**src/rtl/pfx_pkg.sv**
```systemverilog
package pfx_pkg;

    typedef enum logic [3:0] {
        AM_IMP   = 4'd0,  AM_IMM   = 4'd1,  AM_ZP    = 4'd2,  AM_ZPX  = 4'd3,
        AM_ZPY   = 4'd4,  AM_ABS   = 4'd5,  AM_ABSX  = 4'd6,  AM_ABSY = 4'd7,
        AM_ZPI   = 4'd8,  AM_ZPXI  = 4'd9,  AM_ZPIY  = 4'd10, AM_ABSI = 4'd11,
        AM_ABSXI = 4'd12, AM_ABSIY = 4'd13, AM_REL   = 4'd14, AM_STK  = 4'd15
    } amode_t;

    typedef enum logic [1:0] {RS_A = 2'd0, RS_X = 2'd1, RS_Y = 2'd2, RS_S = 2'd3} rsel_t;

    typedef enum logic [1:0] {PT_IDLE = 2'd0, PT_GATHER = 2'd1, PT_APPLY = 2'd2} pstate_t;

    typedef struct packed {
        logic ind;
        logic sax;
        logic say;
        logic osy;
    } pflags_t;

    localparam int NUM_PFX = 4;

    function automatic logic has_indirect(amode_t m);
        return (m inside {AM_ZP, AM_ZPX, AM_ZPY, AM_ABS, AM_ABSX, AM_ABSY});
    endfunction

    function automatic amode_t to_indirect(amode_t m);
        amode_t r;
        unique case (m)
            AM_ZP:   r = AM_ZPI;
            AM_ZPX:  r = AM_ZPXI;
            AM_ZPY:  r = AM_ZPIY;
            AM_ABS:  r = AM_ABSI;
            AM_ABSX: r = AM_ABSXI;
            AM_ABSY: r = AM_ABSIY;
            default: r = m;
        endcase
        return r;
    endfunction

endpackage

```
**src/rtl/pfx_track.sv**
```systemverilog
module pfx_track
    import pfx_pkg::*;
#(
    parameter int             OPC_W = 8,
    parameter logic [OPC_W-1:0] P_IND = 8'h0B,
    parameter logic [OPC_W-1:0] P_SAX = 8'h1B,
    parameter logic [OPC_W-1:0] P_SAY = 8'h3B,
    parameter logic [OPC_W-1:0] P_OSY = 8'h2B
) (
    input  logic             clk,
    input  logic             rst_n,
    input  logic             op_valid,
    input  logic [OPC_W-1:0] opcode,
    input  logic             instr_done,
    output pstate_t          state,
    output pflags_t          flags
);

    localparam logic [OPC_W-1:0] CODES [NUM_PFX] = '{P_IND, P_SAX, P_SAY, P_OSY};

    logic [NUM_PFX-1:0] hit;
    logic               is_pfx;
    pstate_t            nxt_state;
    pflags_t            nxt_flags;

    for (genvar g = 0; g < NUM_PFX; g++) begin : g_hit
        assign hit[g] = (opcode == CODES[g]);
    end
    assign is_pfx = |hit;

    // later prefix wins over a conflicting earlier one
    function automatic pflags_t merge(pflags_t f, logic [NUM_PFX-1:0] h);
        pflags_t r = f;
        if (h[0]) r.ind = 1'b1;
        if (h[1]) begin r.sax = 1'b1; r.say = 1'b0; end
        if (h[2]) begin r.say = 1'b1; r.sax = 1'b0; r.osy = 1'b0; end
        if (h[3]) begin r.osy = 1'b1; r.say = 1'b0; end
        return r;
    endfunction

    always_comb begin
        nxt_state = state;
        nxt_flags = flags;
        unique case (state)
            PT_IDLE: begin
                if (op_valid && is_pfx) begin
                    nxt_state = PT_GATHER;
                    nxt_flags = merge('0, hit);
                end
            end
            PT_GATHER: begin
                if (op_valid) begin
                    if (is_pfx) nxt_flags = merge(flags, hit);
                    else        nxt_state = PT_APPLY;
                end
            end
            PT_APPLY: begin
                if (instr_done) begin
                    nxt_state = PT_IDLE;
                    nxt_flags = '0;
                end
            end
            default: begin
                nxt_state = PT_IDLE;
                nxt_flags = '0;
            end
        endcase
    end

    always_ff @(posedge clk or negedge rst_n) begin
        if (!rst_n) begin
            state <= PT_IDLE;
            flags <= '0;
        end else begin
            state <= nxt_state;
            flags <= nxt_flags;
        end
    end

    a_r10_no_dual_swap: assert property (@(posedge clk) disable iff (!rst_n)
        !(flags.sax && flags.say));
    a_r10_no_osy_with_say: assert property (@(posedge clk) disable iff (!rst_n)
        !(flags.osy && flags.say));
    a_r11_clear_on_done: assert property (@(posedge clk) disable iff (!rst_n)
        (state == PT_APPLY && instr_done) |=> (state == PT_IDLE && flags == '0));
    a_r11_hold_in_apply: assert property (@(posedge clk) disable iff (!rst_n)
        (state == PT_APPLY && !instr_done) |=> (state == PT_APPLY && $stable(flags)));
    a_r12_prefix_holds: assert property (@(posedge clk) disable iff (!rst_n)
        (op_valid && is_pfx && state != PT_APPLY) |=> (state != PT_IDLE));

endmodule

```
**src/rtl/pfx_mode_xlat.sv**
```systemverilog
module pfx_mode_xlat
    import pfx_pkg::*;
(
    input  logic   clk,
    input  logic   rst_n,
    input  logic   active,
    input  logic   ind,
    input  logic   both_forms,
    input  amode_t base_mode,
    output amode_t eff_mode,
    output logic   nop_sub
);

    logic convertible;
    logic apply_ind;

    assign convertible = has_indirect(base_mode) && !both_forms;
    assign apply_ind   = active && ind;

    always_comb begin
        eff_mode = base_mode;
        nop_sub  = 1'b0;
        if (apply_ind) begin
            if (convertible) eff_mode = to_indirect(base_mode);
            else             nop_sub  = 1'b1;
        end
    end

    a_r4_both_forms_pass: assert property (@(posedge clk) disable iff (!rst_n)
        both_forms |-> (eff_mode == base_mode));
    a_r5_nop_keeps_mode: assert property (@(posedge clk) disable iff (!rst_n)
        nop_sub |-> (eff_mode == base_mode && active));

endmodule

```
**src/rtl/pfx_remap.sv**
```systemverilog
module pfx_remap
    import pfx_pkg::*;
(
    input  logic  clk,
    input  logic  rst_n,
    input  logic  active,
    input  logic  sax,
    input  logic  say,
    input  logic  osy,
    output rsel_t acc_sel,
    output rsel_t x_sel,
    output rsel_t y_sel,
    output rsel_t yidx_sel
);

    always_comb begin
        acc_sel  = RS_A;
        x_sel    = RS_X;
        y_sel    = RS_Y;
        yidx_sel = RS_Y;
        if (active) begin
            if (sax) begin
                acc_sel = RS_X;
                x_sel   = RS_A;
            end
            if (say) begin
                acc_sel  = RS_Y;
                y_sel    = RS_A;
                yidx_sel = RS_A;
            end
            if (osy) y_sel = RS_S;
        end
    end

    a_r8_idx_never_s: assert property (@(posedge clk) disable iff (!rst_n)
        yidx_sel != RS_S);
    a_r1_idle_identity: assert property (@(posedge clk) disable iff (!rst_n)
        !active |-> (acc_sel == RS_A && x_sel == RS_X && y_sel == RS_Y));

endmodule

```
**src/rtl/pfx_decoder.sv**
```systemverilog
module pfx_decoder
    import pfx_pkg::*;
#(
    parameter int             OPC_W = 8,
    parameter logic [OPC_W-1:0] P_IND = 8'h0B,
    parameter logic [OPC_W-1:0] P_SAX = 8'h1B,
    parameter logic [OPC_W-1:0] P_SAY = 8'h3B,
    parameter logic [OPC_W-1:0] P_OSY = 8'h2B
) (
    input  logic             clk,
    input  logic             rst_n,
    input  logic             op_valid,
    input  logic [OPC_W-1:0] opcode,
    input  logic             instr_done,
    input  logic [3:0]       base_mode,
    input  logic             both_forms,
    output logic [3:0]       eff_mode,
    output logic             nop_sub,
    output logic [1:0]       acc_sel,
    output logic [1:0]       x_sel,
    output logic [1:0]       y_sel,
    output logic [1:0]       yidx_sel,
    output logic             irq_hold
);

    pstate_t state;
    pflags_t flags;
    logic    active;
    amode_t  mode_t_out;
    rsel_t   acc_r, x_r, y_r, yi_r;

    pfx_track #(
        .OPC_W(OPC_W), .P_IND(P_IND), .P_SAX(P_SAX), .P_SAY(P_SAY), .P_OSY(P_OSY)
    ) u_track (
        .clk(clk), .rst_n(rst_n), .op_valid(op_valid), .opcode(opcode),
        .instr_done(instr_done), .state(state), .flags(flags)
    );

    assign active = (state != PT_IDLE);

    pfx_mode_xlat u_xlat (
        .clk(clk), .rst_n(rst_n), .active(active), .ind(flags.ind),
        .both_forms(both_forms), .base_mode(amode_t'(base_mode)),
        .eff_mode(mode_t_out), .nop_sub(nop_sub)
    );

    pfx_remap u_remap (
        .clk(clk), .rst_n(rst_n), .active(active), .sax(flags.sax),
        .say(flags.say), .osy(flags.osy), .acc_sel(acc_r), .x_sel(x_r),
        .y_sel(y_r), .yidx_sel(yi_r)
    );

    assign eff_mode = mode_t_out;
    assign acc_sel  = acc_r;
    assign x_sel    = x_r;
    assign y_sel    = y_r;
    assign yidx_sel = yi_r;
    assign irq_hold = active;

    a_r12_hold_drops_after_done: assert property (@(posedge clk) disable iff (!rst_n)
        (state == PT_APPLY && instr_done) |=> !irq_hold);

endmodule

```
**config.mk**
```make
export PLATFORM = sky130hd
export DESIGN_NAME = pfx_decoder
export DESIGN_NICKNAME = d
export VERILOG_FILES = /design/src/rtl/pfx_pkg.sv /design/src/rtl/pfx_track.sv /design/src/rtl/pfx_mode_xlat.sv /design/src/rtl/pfx_remap.sv /design/src/rtl/pfx_decoder.sv
export SDC_FILE = /design/constraint.sdc
export NUM_CORES = 1
export LEC_CHECK = 0
export ABC_AREA = 1
export ABC_CLOCK_PERIOD_IN_PS = 1200
export BUFFER_PORTS_ARGS = -buffer_cell sky130_fd_sc_hd__buf_2
export CAP_MARGIN = 30
export CORE_MARGIN = 2
export CORE_UTILIZATION = 41
export DETAILED_ROUTE_END_ITERATION = 16
export PLACE_DENSITY = 0.74
export SYNTH_ARGS = -nofsm -noshare
export SYNTH_HDL_FRONTEND = slang
export SYNTH_HIERARCHICAL = 1
export SYNTH_SLANG_ARGS = --single-unit
```
**constraint.sdc**
```tcl
create_clock -name clk -period 1.2 [get_ports clk]
set_input_delay 0.06 -clock clk [delete_from_list [all_inputs] [get_ports clk]]
set_output_delay 0.06 -clock clk [all_outputs]
set_load 0.01 [all_outputs]
```
==> results of run 1 <==
[layout make-up]
type                    instances  area (um^2)
flip-flops and latches          6          151
fillers                       149          578
well taps                      16         20.0
inverters                      24         90.1
multi-input cells              80          470
repair buffers                 34          209
clock buffers                   3         22.5
[layer usage]
layer	track usage (%)	vias up	wire length, um
met5	0	-	0
met4	9.41	0	36
met3	2.40	4	93
met2	28.6	31	817
met1	17.4	332	614
li1	-	403	-
[metrics by stage]
stage / power [mW] / utilization (%) / TNS, ns
after global routing: 1.66 / 62.5 / -0.911
after detailed placement: 1.11 / 54.8 / 0
after floorplan: 0.859 / - / 0
after CTS: 1.37 / 58.1 / -0.147
final: 1.55 / 62.5 / -0.207
after global placement: 1.09 / 54.8 / 0
[cell usage in the layout (no fill, tap or decap), drive strengths merged]
cell,count
clkbuf,3
a21oi,2
o21ai,6
nand3,9
nand2,38
nor2,18
conb,2
inv,24
buf,33
a21boi,1
dlygate4sd3,1
nor3,2
nand4,2
dfrtp,6
[flip-flops by register name, indices dropped and copies added (netlist names)]
| signal | count |
|---|---|
| u_track/state | 2 |
| u_track/flags | 4 |
[cell families after synthesis]
| kind of cell | share of synthesized area [%] |
|---|---|
| AND/OR/NAND/NOR | 54.3 |
| buffers and inverters | 15.8 |
| AO/OA/AOI/OAI | 7.47 |
| flip-flops | 21.9 |
| other | 0.546 |
[path summary, 6_finish.rpt]
path,start,to,cells after the start
worst min register to register,u_track/flags[3],u_track/flags[3],2
worst max-delay path,u_track/state[1],u_track/flags[0],9
worst max register to register,u_track/state[1],u_track/flags[0],9
max in group asynchronous,rst_n,u_track/state[1],2
min in group asynchronous,rst_n,u_track/state[0],2
worst min-delay path,instr_done,u_track/state[1],2
[Yosys cell counts (2+ instances only)]
cell type	number
dfrtp_1	6
nor3_1	2
inv_2	4
a21oi_1	2
inv_1	20
nor2_4	7
nand2_4	2
nor2_2	5
buf_4	2
nand2_1	32
nor2_1	6
nand3_1	8
o21ai_0	4
nand4_1	2
nand2_2	4
[where the power goes]
part / internal (mW) / switching [mW] / total [mW]
registers: 0.261 / 0.0447 / 0.306
clock network: 0.113 / 0.0759 / 0.189
logic: 0.447 / 0.603 / 1.05
[timing repair]
action                                 CTS  global route
setup buffers                            2             2
pin swaps                                2             5
resized for setup                        3            16
hold buffers                             1             0
endpoints found under the hold margin    6             0
setup endpoints to repair               11            14
==> results summary, run 1 <==
The initial core utilization came out at 44.6%. The area growth from synthesis to final layout is 40.3%. The flip-flop and latch count after synthesis came out at 6. The cell area that synthesis handed to floorplanning was 687 um^2.

In this run the worst path has a maximum fanout of 7. For this run, asynchronously set or reset flops after synthesis account for 100%. The number of nets at the end of the flow is 166. The post-route netlist has 50.3% of its cells at a drive strength greater than 1. The number of global-route vias before repair came out at 617. The critical path goes through buf_6 -> nor2_4 -> inv_2 -> nor2_4 -> inv_2 -> nand2_2 -> inv_2 -> nand3_1 -> nand2_1. The leakage power came out at 0.542 nW. The total grt overflow came out at 0. Setup violations remaining at the end of the flow were counted as 8. The class of the tightest hold or removal check is in -> reg.

The final non-filler cell area is 963 um^2. The full die area came out at 0.00202 mm^2. The minimum setup slack in the final design is -0.0468 ns. Grouping stages by cell kind, the critical path spends the most delay in flip-flops. The startpoint-to-endpoint class of the critical path is reg -> reg. The detailed router's first-iteration violation count came out at 9. Sequential cells were found to cover 21.9% of the synthesized design area. The final estimated routing congestion in global placement is 0.894. Counting stages on the worst path, the most repeated cell is inv_2.

The via count of the routed design is 770. The global-route wire length before repair is 2340 um. The flop-to-flop setup slack is -0.05 ns. The area share of the leading cell type in the synthesized netlist came out at 21.9%. In this run the remaining antenna-violating nets after routing total 0. The worst IR drop on VDD came out at 0.919 mV.

The number of remaining DRC errors came out at 0. The post-synthesis instance total came out at 112. The maximum clock path buffer count is 2. The final reports fail on setup timing. The count of inserted antenna diode cells came out at 0. Setup repair after global routing could not meet its margin everywhere. The combined buffer and inverter count along the critical path is 4. Dividing the detail-routed via count by the number of cells gives 4.72. STA classifies the critical path endpoint as a register.

The number of cells after detailed placement came out at 155. The worst path uses 104% of the clock period. For the final database, setup skew stands at 0.00437 ns.

The number of max-slew violations in the final report came to 0. During I/O placement, the number of pins put on the boundary was 31. The finished layout holds 163 standard cells, fillers aside. The number of clock sinks came out at 6.

After legalization and detailed placement, the total HPWL measured 1180 um. For the worst setup path, the data arrival time is 1.38 ns. The final number of hold-violating endpoints came to 0. The number of clock buffers inserted by TritonCTS is 3. Clock tree synthesis selected as its root buffer the cell clkbuf_4. Clock latency on the worst-skew pair, taken at its later pin, is 0.25 ns. The yosys synthesis warning count is 6.

The post-route minimum period came out at 1.25 ns. By area the synthesized netlist is led by dfrtp_1 22%, nand2_1 17%, nor2_4 11%, inv_1 11%, nand3_1 5.8%. The pin count of the biggest net entering global routing is 9. Measured along the y axis, the die boundary spans 44.9 um. The number of library cell types mapped by synthesis is 21. Among all flip-flop cells after synthesis, the most frequent one is dfrtp_1.

The quantity of I/O buffers inserted on ports came out at 26. Timing would allow up to 802 MHz. In this run, synthesis inferred 0 flip-flops with an integrated enable. The cell type contributing the most total cell area after synthesis is dfrtp_1. TritonCTS built the clock tree. The depth of the CTS H-tree is 1. The number of antenna violations at the first check in global routing came to 0. Across the run, the number of max-cap violations was 0. The run finished, with violations left.

The worst setup path is launched from a register. The largest single stage delay on the critical path is 0.42 ns. The slowest stage of the critical path is the dfrtp_2 cell.

The post-detailed-route wirelength per cell came out at 9.58 um. The number of optimization iterations in the first detailed-route pass came out at 4. The required time of the critical path came out at 1.34 ns. The region available for standard cell placement spans 0.00154 mm^2. Summing all placed instances gives a cell area of 845 um^2. The setup slack at placement came out at 0.00612 ns. The CTS clock-pin slew for the worst setup and hold paths is 0.05 ns. The power per unit of standard cell area is 1600 mW/mm^2. The row count is 14. The total global-route track usage is 15.9%. The worst hold slack is 0.0184 ns. The overall die width is 44.9 um.

The average footprint of a synthesized cell is 6.13 um^2. For this block, the routed nets add up to 1560 um of wire.
Note: power is estimated with default switching activity, not from simulation.
==> run 2, diff against run 1 <==
--- a/config.mk
+++ b/config.mk
@@ -10,9 +10,9 @@
 export BUFFER_PORTS_ARGS = -buffer_cell sky130_fd_sc_hd__buf_2
 export CAP_MARGIN = 30
 export CORE_MARGIN = 2
-export CORE_UTILIZATION = 41
+export CORE_UTILIZATION = 40
 export DETAILED_ROUTE_END_ITERATION = 16
-export PLACE_DENSITY = 0.74
+export PLACE_DENSITY = 0.72
 export SYNTH_ARGS = -nofsm -noshare
 export SYNTH_HDL_FRONTEND = slang
 export SYNTH_HIERARCHICAL = 1
==> run 2 against run 1 <==
Effect of this change: the run still ends with setup timing left; final area is 0.13% lower; via count up 0.39%; global-route usage is 2.3 points higher; clock power hardly changed; hold slack improved by 0.0095 ns; setup slack worse by 0.022 ns; power is 2.8% higher; clock skew rose by 0.0027 ns; die area is 2.3% higher.
==> results summary, run 2 (synthesis results as in run 1) <==
The run finished, with violations left. The checks that failed: setup timing. The initialized floorplan defines 14 standard-cell rows. Of the cells placed in the final design, the portion with a size suffix greater than 1 is 51.4%.

Counting flops per register, the top entry is u_track/flags. Clock tree synthesis selected as its root buffer the cell clkbuf_4. The power per unit of standard cell area came out at 1650 mW/mm^2. The slowest cell on the critical path is dfrtp_2. The category of cells accounting for the largest share of critical-path delay is flip-flops. The number of clock buffers inserted by TritonCTS is 3. The utilization after layout came out at 61.7%. The required time of the critical path came out at 1.33 ns. The arrival time at the worst endpoint is 1.40 ns. The total power came out at 1.59 mW. The area growth from synthesis to final layout came out at 40.1%.

Traced cell by cell, the critical path runs through buf_6 -> nor2_4 -> inv_2 -> nor2_4 -> inv_2 -> nand2_2 -> inv_2 -> nand3_2 -> nand2_1. The maximum clock path buffer count came out at 2. Detailed placement finished with a half-perimeter wire length of 1190 um. The setup TNS after final layout is -0.381 ns. The global-route wire length before repair came out at 2670 um. The pin count of the biggest net entering global routing came out at 9. STA classifies the critical path startpoint as a register.

The share of the clock period used by the worst path came out at 106%. Dividing the detail-routed wire length by the instance count gives 10.1 um. The final number of hold-violating endpoints is 0.

The first detailed-routing pass ran for 4 iterations. The longest individual stage delay on the worst path came out at 0.43 ns. The minimum setup slack in the final design is -0.0692 ns. STA classifies the critical path endpoint as a register. The most common cell after layout, fill and taps aside is nand2_1. The clock drives 6 sinks. The count of inserted antenna diode cells came out at 0.

The register with the most flip-flops in the layout has 4 of them. The reported max-cap violation count is 0. The number of antenna violations at the first check in global routing is 0. The count of nets left with antenna violations after detail routing came out at 0.

The combined buffer and inverter count along the critical path came out at 4. The startpoint-to-endpoint class of the critical path is reg -> reg. In this run the count of I/O pins placed on the die edge is 31. The full die area is 0.00206 mm^2. The height of the die is 45.4 um.

The final worst clock skew came out at 0.00703 ns. The post-route minimum period is 1.27 ns. The leakage power came out at 0.531 nW. Setup repair after global routing could not meet its margin everywhere. The total global-route track usage is 18.1%.

The number of setup violations in the final report is 10. The number of nets at the end of the flow is 165. Using the TritonRoute via totals, the vias-per-cell ratio works out to 4.77. The worst IR drop on VDD is 0.987 mV.

The number of remaining DRC errors came out at 0. Timing would allow up to 788 MHz. The number of global-route vias before repair is 702. The initial core utilization is 44.1%.

The detailed router's first-iteration violation count came out at 16. The final layout contains routed wiring with a total length of 1630 um. The via count of the routed design came out at 773.

The library cells used most frequently in the layout, excluding fill and tap cells, are 27 x nand2_1, 25 x buf_2, 15 x inv_1. The number of max-slew violations in the final report is 0. The final estimated routing congestion in global placement came out at 0.872. The core area came out at 0.00156 mm^2. The peak fanout along the critical path came out at 4. The CTS clock-pin slew for the worst setup and hold paths is 0.05 ns.

The clock tree from TritonCTS is done. CTS built an H-tree with a depth of 1. The cell type with the highest occurrence count on the critical path is inv_2. The total grt overflow is 0. The largest registers in the layout are u_track/flags (4), u_track/state (2). The quantity of I/O buffers inserted on ports came out at 26. In this run the worst hold path is classified as in -> reg. From left edge to right edge, the die measures 45.4 um. At the later pin of the worst-skew pair, clock insertion delay measures 0.25 ns.
run 2: cell types whose count changed in the layout (fill, tap and decap cells not counted), sizes merged:
cell,delta
buf,-1
run 2: layout make-up:
class | count | area, um^2
flip-flops and latches | 6 | 151
well taps | 16 | 20.0
fillers | 152 | 597
repair buffers | 33 | 199
inverters | 24 | 95.1
clock buffers | 3 | 22.5
multi-input cells | 80 | 474
run 2: worst paths after layout:
kind	from	endpoint	slack, ns	cells after the start
worst max-delay path	u_track/state[1]	u_track/flags[2]	-0.07	9
worst max register to register	u_track/state[1]	u_track/flags[2]	-0.07	9
worst min-delay path	instr_done	u_track/state[1]	0.03	2
worst min register to register	u_track/flags[0]	u_track/flags[0]	0.50	2
min in group asynchronous	rst_n	u_track/flags[3]	0.17	2
max in group asynchronous	rst_n	u_track/state[1]	0.87	2
run 2: worst register-to-register path, stage by stage (launching register included):
cell     delay (ns)
dfrtp_2        0.43
buf_6          0.14
nor2_4         0.12
inv_2          0.07
nor2_4         0.12
inv_2          0.06
nand2_2        0.06
inv_2          0.04
nand3_2        0.06
nand2_1        0.05
run 2: metrics by stage:
stage / std cells / instance area, um^2 / hold slack (ns) / worst slack [ns]
2_1_floorplan: 113 / 691 / -0.236 / 0.0540
3_3_place_gp: 154 / 837 / -0.108 / 0.0121
3_5_place_dp: 154 / 837 / -0.107 / 0.00453
4_1_cts: 162 / 915 / 0.0252 / -0.0340
5_1_grt: 162 / 962 / 0.0224 / -0.138
6_report: 162 / 962 / 0.0278 / -0.0692
run 2: where the power goes:
part	switching [mW]	leakage, nW	internal (mW)
Sequential	0.0417	0.0784	0.261
Combinational	0.638	0.439	0.456
Clock	0.0783	0.0138	0.114
run 2: repair_timing:
item                                   4_1_cts  5_1_grt
setup endpoints to repair                   14       15
resized for setup                            8       17
hold buffers                                 1        0
endpoints found under the hold margin        6        0
buffers inserted                             4        0
pin swaps                                    2        8
run 2: per-layer routing:
| metal | vias up | routed length (um) | global-route usage [%] |
|---|---|---|---|
| li1 | 401 | - | - |
| met1 | 344 | 663 | 19.2 |
| met2 | 26 | 878 | 32.7 |
| met3 | 2 | 76 | 3.57 |
| met4 | 0 | 15 | 10.6 |
| met5 | - | 0 | 0 |
==> run 3, diff against run 2 <==
==> constraint.sdc (replaced) <==
create_clock -name clk -period 1.2 [get_ports clk]
set_input_delay 0.24 -clock clk [delete_from_list [all_inputs] [get_ports clk]]
set_output_delay 0.24 -clock clk [all_outputs]
set_load 0.01 [all_outputs]
==> run 3 against run 2 <==
Effect of this change: the flow still finishes with violations (setup timing); register-to-register slack about the same; via count increased by 2.2%; routed wire length increased by 1.8%; core utilization increased by 4.0 points; largest cell class unchanged; highest routed layer unchanged.
==> results summary, run 3 (synthesis results as in run 1) <==
The clock tree from TritonCTS is done. The met3 layer usage reported by global route came out at 1.19%. Ranked by flip-flop count, first place goes to u_track/flags.

The checks that failed: setup timing. The tightest hold path in the finished design has a slack of 0.223 ns. The number of global-route vias before repair is 655.

The depth of the CTS H-tree is 1. In the routed layout, each cell is associated on average with a via count of 4.73. The setup slack at placement is -0.129 ns. The final number of hold-violating endpoints came out at 0. The peak fanout along the critical path is 3. The run finished, with violations left.

STA classifies the critical path endpoint as an output port. The row count is 14. The post-route minimum period is 1.40 ns. The number of antenna diodes in the final layout is 0. The number of max-slew violations in the final report came to 0. The top cell types in the final layout, fill and taps aside, are 28 x nand2_1, 21 x buf_2, 16 x inv_1. After global routing, the most crowded layer is met2.

The power per unit of standard cell area came out at 1610 mW/mm^2. The CTS clock-pin slew for the worst setup and hold paths came out at 0.05 ns. Summed over all failing endpoints, the final setup total negative slack is -1.70 ns.

The final non-filler cell area is 0.00102 mm^2. The total detailed-routing wirelength is 1660 um. The number of gates on the worst path with buffers counted came out at 8. The startpoint-to-endpoint class of the critical path is reg -> out. For this run, design rule violations remaining after detail routing come to 0. The number of cells on the worst reg-to-reg path is 9. The number of flip-flops in the largest register came out at 4.

The largest registers in the layout are u_track/flags (4), u_track/state (2). The area taken by multi-input logic gates is 484 um^2. For this run, global-route usage on met2 was measured as 31.3%. The instance area at placement is 873 um^2. On the critical path, the stage with the largest delay is an instance of dfrtp_2.

The HPWL reported at the end of detailed placement is 1300 um. The filler cell count in the final layout came out at 152. The total grt overflow is 0. The post-route netlist has 51.7% of its cells at a drive strength greater than 1.

For this design the top-level I/O count stands at 31. The die is 45.4 um wide. Setup violations remaining at the end of the flow were counted as 15.

The number of clock buffers inserted by TritonCTS is 3. The pin count of the biggest net entering global routing is 9. The number of nets at the end of the flow came out at 169. Setup repair after global routing could not meet its margin everywhere. The tool flagged a number of max-cap violations equal to 0. The tightest min-delay check is of the in -> reg type. The required time of the critical path came out at 0.96 ns.

The arrival time at the worst endpoint is 1.16 ns. The area growth from synthesis to final layout came out at 49.2%. The first detailed-routing pass ran for 4 iterations. In this design, the stage delay of the slowest critical-path cell is 0.41 ns. The number of antenna violations at the first check in global routing is 0.

Routability-driven placement finished with a final weighted congestion of 0.855. The count of nets left with antenna violations after detail routing is 0. The full die area came out at 0.00206 mm^2.

The post-detailed-route wirelength per cell came out at 9.96 um. Broken down by cell family, the worst path's largest delay share belongs to flip-flops. The critical path goes through inv_2 -> nand2_4 -> nand2_2 -> inv_2 -> nand3_2 -> nand2_1 -> nand2_1 -> buf_2.

Port buffering added 26 buffers. The via count of the routed design is 790. The number of instances on the worst hold path is 2. The minimum setup slack in the final design is -0.204 ns. The worst IR drop on VDD came out at 0.890 mV. The final worst clock skew came out at 0.00135 ns. The total global-route track usage came out at 17.4%. The combined buffer and inverter count along the critical path is 3.

The cell at the root of the clock tree is clkbuf_4. In the final layout, flip-flops and latches occupy 151 um^2. The detailed router's first-iteration violation count is 7. The met1 capacity usage during global routing came out at 18.1%. The worst setup path is launched from a register.

The first global-routing pass estimated 2500 um of wire. The height of the die came out at 45.4 um. In this run the deepest clock path goes through 2 buffers. The leakage power is 0.577 nW.

The initial core utilization came out at 44.1%. The most common cell after layout, fill and taps aside is nand2_1. The core area came out at 0.00156 mm^2. The tree built by TritonCTS fans out to 6 sinks. Of the available clock period, the critical path in the final layout requires 117%.

Based on the critical path, the design can be clocked at up to 712 MHz. The later pin in the worst-skew pair is clocked with a latency of 0.24 ns.
==> run 3: cell count changes in the layout (fill, tap and decap cells not counted), sizes merged <==
| cell | delta |
|---|---|
| clkbuf | +1 |
| buf | +4 |
==> run 3: layer usage <==
layer | share of wire, % | vias up
met5 | 0 | -
met4 | 1.6 | 0
met3 | 4.4 | 2
met2 | 55 | 30
met1 | 38 | 347
li1 | - | 411
==> run 3: area by class of cell <==
| class | count | area share (%) |
|---|---|---|
| repair buffers | 37 | 24.4 |
| inverters | 24 | 9.04 |
| multi-input cells | 80 | 47.3 |
| clock buffers | 4 | 2.56 |
| well taps | 16 | 1.95 |
| flip-flops and latches | 6 | 14.8 |
==> run 3: repair_timing <==
| item | in CTS | in global routing |
|---|---|---|
| setup endpoints to repair | 12 | 16 |
| gates resized for setup | 6 | 17 |
| setup buffers | 3 | 1 |
| endpoints found under the hold margin | 6 | 0 |
| hold buffers | 1 | 0 |
| pin swaps | 4 | 2 |
==> run 3: final timing paths <==
kind                             startpoint          endpoint  slack [ns]
max                        u_track/state[1]       eff_mode[1]       -0.20
min                              instr_done  u_track/state[1]        0.22
max reg2reg                u_track/state[1]  u_track/flags[0]       -0.07
min reg2reg                u_track/flags[3]  u_track/flags[3]        0.50
max in group asynchronous             rst_n  u_track/state[1]        0.69
min in group asynchronous             rst_n  u_track/flags[1]        0.35
==> run 3: power by group <==
| part | internal (mW) | switching (mW) |
|---|---|---|
| Clock | 0.126 | 0.0737 |
| Combinational | 0.509 | 0.633 |
| Sequential | 0.261 | 0.0455 |
| Total | 0.896 | 0.752 |
==> run 3: metrics by stage <==
step / cells / total power, mW / util, %
final: 167 / 1.65 / 65.7
after global routing: 167 / 1.79 / 65.7
after CTS: 166 / 1.50 / 60.8
after detailed placement: 158 / 1.17 / 56.0
after global placement: 158 / 1.14 / 56.0
after floorplan: 113 / 0.880 / -
